===== src/rtl/shiftsub_div_pkg.sv =====
package shiftsub_div_pkg;

    typedef enum logic {
        ST_IDLE = 1'b0,
        ST_RUN  = 1'b1
    } run_state_e;

    // Result of one trial subtraction step.
    typedef struct packed {
        logic carry;
        logic last;
    } step_flags_t;

    function automatic int cnt_bits(input int n);
        return $clog2(n + 1);
    endfunction

endpackage


===== src/rtl/ssd_subtractor.sv =====
module ssd_subtractor #(
    parameter int HW = 8
) (
    input  logic [HW:0]   minuend,
    input  logic [HW-1:0] subtrahend,
    output logic          carry,
    output logic [HW-1:0] next_rem
);
    localparam int SW = HW + 2;

    logic [SW-1:0] diff;

    always_comb begin
        diff     = {1'b0, minuend} - {2'b00, subtrahend};
        carry    = ~diff[SW-1];
        next_rem = carry ? diff[HW-1:0] : minuend[HW-1:0];
    end

    // When the step fails, the minuend must already be below the divisor.
    always_comb begin
        if (!carry) begin
            assert_keep_fits_R3: assert (minuend[HW] == 1'b0);
        end
    end
endmodule


===== src/rtl/ssd_qarray.sv =====
module ssd_qarray #(
    parameter int W  = 16,
    parameter int PW = $clog2(W)
) (
    input  logic          clk,
    input  logic          rst,
    input  logic          clr,
    input  logic          fill,
    input  logic          we,
    input  logic [PW-1:0] pos,
    input  logic          bit_in,
    output logic [W-1:0]  q
);
    for (genvar i = 0; i < W; i++) begin : g_cell
        always_ff @(posedge clk) begin
            if (rst || clr) begin
                q[i] <= 1'b0;
            end else if (fill) begin
                q[i] <= 1'b1;
            end else if (we && (pos == PW'(i))) begin
                q[i] <= bit_in;
            end
        end
    end

    assert_pos_range_R2: assert property (@(posedge clk) disable iff (rst)
        we |-> (int'(pos) < W));
endmodule


===== src/rtl/ssd_downcount.sv =====
module ssd_downcount #(
    parameter int START = 16,
    parameter int CW    = $clog2(START + 1)
) (
    input  logic          clk,
    input  logic          rst,
    input  logic          load,
    input  logic          dec,
    output logic [CW-1:0] count,
    output logic          last
);
    always_ff @(posedge clk) begin
        if (rst) begin
            count <= '0;
        end else if (load) begin
            count <= CW'(START);
        end else if (dec) begin
            count <= count - 1'b1;
        end
    end

    assign last = (count == CW'(1));

    assert_no_underflow_R4: assert property (@(posedge clk) disable iff (rst)
        dec |-> (count != '0));
endmodule


===== src/rtl/shiftsub_divider.sv =====
module shiftsub_divider
    import shiftsub_div_pkg::*;
#(
    parameter int DW = 16
) (
    input  logic              clk,
    input  logic              rst,
    input  logic              start,
    input  logic [DW-1:0]     dividend,
    input  logic [DW/2-1:0]   divisor,
    output logic              busy,
    output logic              done,
    output logic              div_by_zero,
    output logic [DW-1:0]     quotient,
    output logic [DW-1:0]     remainder
);
    localparam int HW = DW / 2;
    localparam int CW = cnt_bits(DW);
    localparam int PW = $clog2(DW);

    run_state_e    state;
    logic [HW-1:0] div_r;
    logic [HW-1:0] rem_r;
    logic [DW-1:0] dvd_sh;
    logic [CW-1:0] count;
    logic [HW-1:0] next_rem;
    logic          accept;
    logic          zero_div;
    logic          run;
    step_flags_t   flags;

    assign accept   = start && (state == ST_IDLE);
    assign zero_div = (divisor == '0);
    assign run      = (state == ST_RUN);
    assign busy     = run;

    ssd_subtractor #(.HW(HW)) u_sub (
        .minuend    ({rem_r, dvd_sh[DW-1]}),
        .subtrahend (div_r),
        .carry      (flags.carry),
        .next_rem   (next_rem)
    );

    ssd_downcount #(.START(DW), .CW(CW)) u_cnt (
        .clk   (clk),
        .rst   (rst),
        .load  (accept && !zero_div),
        .dec   (run),
        .count (count),
        .last  (flags.last)
    );

    ssd_qarray #(.W(DW), .PW(PW)) u_qa (
        .clk    (clk),
        .rst    (rst),
        .clr    (accept && !zero_div),
        .fill   (accept && zero_div),
        .we     (run),
        .pos    (PW'(count - 1'b1)),
        .bit_in (flags.carry),
        .q      (quotient)
    );

    always_ff @(posedge clk) begin
        if (rst) begin
            state       <= ST_IDLE;
            div_r       <= '0;
            rem_r       <= '0;
            dvd_sh      <= '0;
            done        <= 1'b0;
            div_by_zero <= 1'b0;
            remainder   <= '0;
        end else begin
            done <= 1'b0;
            if (accept) begin
                div_r       <= divisor;
                dvd_sh      <= dividend;
                rem_r       <= '0;
                div_by_zero <= zero_div;
                if (zero_div) begin
                    remainder <= dividend;
                    done      <= 1'b1;
                end else begin
                    state <= ST_RUN;
                end
            end else if (run) begin
                rem_r  <= next_rem;
                dvd_sh <= {dvd_sh[DW-2:0], 1'b0};
                if (flags.last) begin
                    state     <= ST_IDLE;
                    done      <= 1'b1;
                    remainder <= DW'(next_rem);
                end
            end
        end
    end

    assert_done_pulse_R4: assert property (@(posedge clk) disable iff (rst)
        done |=> !done);

    assert_busy_low_at_done_R8: assert property (@(posedge clk) disable iff (rst)
        done |-> !busy);

    assert_dbz_ones_R5: assert property (@(posedge clk) disable iff (rst)
        (done && div_by_zero) |-> (quotient == '1));

    assert_rem_below_R3: assert property (@(posedge clk) disable iff (rst)
        (done && !div_by_zero) |-> (remainder < DW'(div_r)));

    assert_hold_R6: assert property (@(posedge clk) disable iff (rst)
        (!busy && !$past(busy) && !$past(start)) |-> ($stable(quotient) && $stable(remainder)));
endmodule


===== config.mk =====
export PLATFORM = sky130hd
export DESIGN_NAME = shiftsub_divider
export DESIGN_NICKNAME = d
export VERILOG_FILES = /design/src/rtl/shiftsub_div_pkg.sv /design/src/rtl/ssd_subtractor.sv /design/src/rtl/ssd_qarray.sv /design/src/rtl/ssd_downcount.sv /design/src/rtl/shiftsub_divider.sv
export SDC_FILE = /design/constraint.sdc
export NUM_CORES = 1
export LEC_CHECK = 0
export BUFFER_PORTS_ARGS = -buffer_cell sky130_fd_sc_hd__buf_2
export CAP_MARGIN = 20
export CORE_MARGIN = 2
export CORE_UTILIZATION = 45
export DETAILED_ROUTE_END_ITERATION = 16
export GPL_ROUTABILITY_DRIVEN = 0
export GPL_TIMING_DRIVEN = 0
export HOLD_SLACK_MARGIN = 0.1
export PLACE_DENSITY = 0.72
export RECOVER_POWER = 50
export SYNTH_ARGS = -nofsm -noshare
export SYNTH_HDL_FRONTEND = slang
export SYNTH_HIERARCHICAL = 1
export SYNTH_SLANG_ARGS = --single-unit

===== constraint.sdc =====
create_clock -name clk -period 3.9 [get_ports clk]
set_clock_uncertainty 0.1 [all_clocks]
set_input_delay 0.195 -clock clk [delete_from_list [all_inputs] [get_ports clk]]
set_output_delay 0.195 -clock clk [all_outputs]
set_load 0.02 [all_outputs]

==> summary.txt <==
Critical path
  – CP startpoint kind: flip-flop
  – CP Class: reg2reg
  – Critical path endpoint category: flip-flop
  – Arrival time at the worst endpoint: about 3000 ps
  – CP required: between 4000 and 5000 ps
  – Crit path max fanout: 10

Finish
  – Commonest non-fill, non-tap cell in the layout: dfxtp_1
  – N_diodes: 0
  – Layout cells sized above 1: between 10% and 20%
  – Commonest cells after routing, fill and taps aside: dfxtp_1 (72), a21oi_1 (48), clkbuf_1 (46)
  – Fillers: slightly below 800
  – Final net count: about 520
  – Finished Core Util: roughly 55%
  – Area delta synth->final: 21.00%

Timing
  – Post-route setup slack: about 1000 ps
  – Actual slew at the worst max-slew pin: about 700 ps
  – Total Neg Setup Slack: 0 ps
  – Fin crit share: 73.24%
  – Final setup fails: 0
  – Fmax: between 0.3 and 0.4 GHz
  – Rel. slew slack: 53.54%
  – RSZ-0062 raised after global routing: no
  – Fin. Hold Viols: 0
  – Slew Viols, Final: 0
  – Min cycle time layout: ~2900 ps

Yosys
  – Synth Area per Inst: 9.419 um^2
  – EDFF count, synth: 0
  – Mapped Area: between 3000 and 4000 um^2
  – Register area share after synthesis: between 30% and 40%
  – Syn nets: 433
  – Fraction of registers with async set/reset: 0%
  – Synth cell types: 57
  – #FFs+latches synth: 72
  – Top FF cell, synth: dfxtp_1
  – Synth Instances: 394
  – Synth Warn #: 6

Die
  – # IOs: between 60 and 70
  – Die W: roughly 95 um
  – Starting Density: between 40% and 50%
  – FP Rows: 33
  – Chip height: 94.81 um
  – Die Footprint: 8989 um^2
  – Core footprint: roughly 8100 um^2

Global routing
  – Antenna violations before repair: 0
  – Overflow after GRT: 0
  – Total global-route track usage: a little over 20%
  – Pin count of the biggest net entering global routing: 15
  – First-pass GRT wire length: between 10000 and 15000 um
  – Number of global-route vias before repair: 3022

Detailed routing
  – DRT antenna net count: 0
  – Post-DR wirelength/cell: roughly 15 um
  – Iteration-0 DRC Markers: 120
  – DRC viols: 0
  – Vias per inst: about 5.3
  – Final WL: around 9000 um
  – Via count of the routed design: between 3000 and 4000
  – Detailed Routing Iterations Pass 1: 4

Clocking
  – Clock buffer count from CTS: 9
  – CTS max path bufs: 2
  – CTS tree: yes
  – H-tree level count: 3
  – # Post-CTS Setup Buffers: 0
  – Root buffer cell: clkbuf_8
  – Post-CTS sizing: 0
  – Clock transition at path regs: 80 ps
  – Clock Sinks: 72
  – Worst skew pair latency: 360 ps

Flow run
  – Max-Cap Viols: 0

Power and ir drop
  – Gate power share: 26.4%
  – Worst vdd ir: approximately 0.21 mV
  – Sequential share of power: between 40% and 50%
  – Clock power frac: 32.2%
  – NetSw: roughly 0.61 mW
  – Int Pwr: 1.297 mW
  – Pwr Density: 424.8 nW/um^2
  – Sw frac: between 30% and 40%
  – Pleak: roughly 1.8 nW

Placed design
  – I/O Buffers: 60
  – Post-DP HPWL: about 6100 um
  – DP Worst Slack: 1271 ps

Run status
  – Status: finished, final reports clean

Hold path
  – Worst Hold Class: in2reg
power groups by stage:
stage / sequential [mW] / clock, mW / combinational [mW]
floorplan: 0.806 / 0 / 0.377
global placement: 0.806 / 0 / 0.475
detailed placement: 0.808 / 0 / 0.482
CTS: 0.791 / 0.624 / 0.502
global route: 0.796 / 0.660 / 0.554
finish: 0.791 / 0.614 / 0.503
metrics by stage:
step           instance area [um^2]  power, mW  hold WS, ps  instances
6_report                       4491      1.908        110.1        595
4_1_cts                        4544      1.917        104.7        595
3_5_place_dp                   4143      1.290        329.2        559
5_1_grt                        4491      2.010        107.1        595
2_1_floorplan                  3711      1.183        164.4        394
3_3_place_gp                   4143      1.281        324.1        559
cells by family after synthesis:
family	count (synthesis)	share of synthesized area (%)
XOR/XNOR	8	1.888
multiplexers	47	13.86
adder cells (fa/ha/maj)	12	4.248
AND/OR/NAND/NOR	100	16.05
buffers and inverters	51	6.473
AO/OA/AOI/OAI	104	18.65
flip-flops	72	38.84
cell type report:
cell class	instances	area, um^2	area share [%]
multi-input combinational	271	2029	45.19
inverter	28	105.1	2.340
clock inverter	7	77.57	1.727
sequential	72	1441	32.10
timing repair buffer	80	456.7	10.17
tap	105	131.4	2.926
buffer	23	125.1	2.786
clock buffer	9	123.9	2.758
path summary, 6_finish.rpt:
check / endpoint / slack, ps / startpoint / depth (start not counted)
max: u_qa/q[2] / 1040 / busy / 8
min: remainder[4] / 110 / dividend[4] / 3
min reg2reg: div_by_zero / 360 / div_by_zero / 2
max reg2reg: u_qa/q[2] / 1040 / busy / 8
layer usage:
layer  vias up  share of wire [%]  global-route usage, %
met3        17                5.2                  5.427
met4         0                1.9                  6.643
li1       1596                  -                      -
met2        86                 49                  33.87
met5         -                  0                      0
met1      1478                 44                  25.04
cells in the mapped netlist, drive strengths merged, types with 4 or more instances:
library cell / number / area, um^2
a41oi: 4 / 35.03
mux2i: 27 / 270.3
a21oi: 51 / 274.0
inv: 28 / 105.1
ha: 11 / 137.6
nand2: 22 / 85.09
clkbuf: 8 / 30.03
nand2b: 5 / 38.78
nor3: 8 / 40.04
xor2: 5 / 43.79
o32ai: 8 / 70.07
buf: 15 / 105.1
a21o: 4 / 31.28
dfxtp: 72 / 1441
o21ai: 15 / 82.58
a22o: 8 / 70.07
nor3b: 10 / 85.08
nor2b: 4 / 32.53
nor2: 29 / 108.9
and3b: 4 / 35.03
mux2: 20 / 244.0
o31ai: 5 / 37.54
worst max-delay path, cell delays in order, from the launching register on:
cell and delay [ps]:
dfxtp_1 510, clkbuf_1 460, nand2b_1 220, clkbuf_1 380, a21oi_1 210, or2_2 350, clkbuf_1 180, buf_2 230
a21oi_1 150
registers in the layout, indices dropped and copies added (netlist names):
register,flops
dvd_sh,16
remainder,16
u_qa/q,16
div_r,8
rem_r,8
u_cnt/count,5
busy,1
div_by_zero,1
done,1
what timing repair did:
action / in CTS / in global routing
hold buffers: 20 / 0
hold endpoints to repair: 24 / 0
endpoints found under the setup margin: 0 / 0
Note: power is estimated with default switching activity, not from simulation.
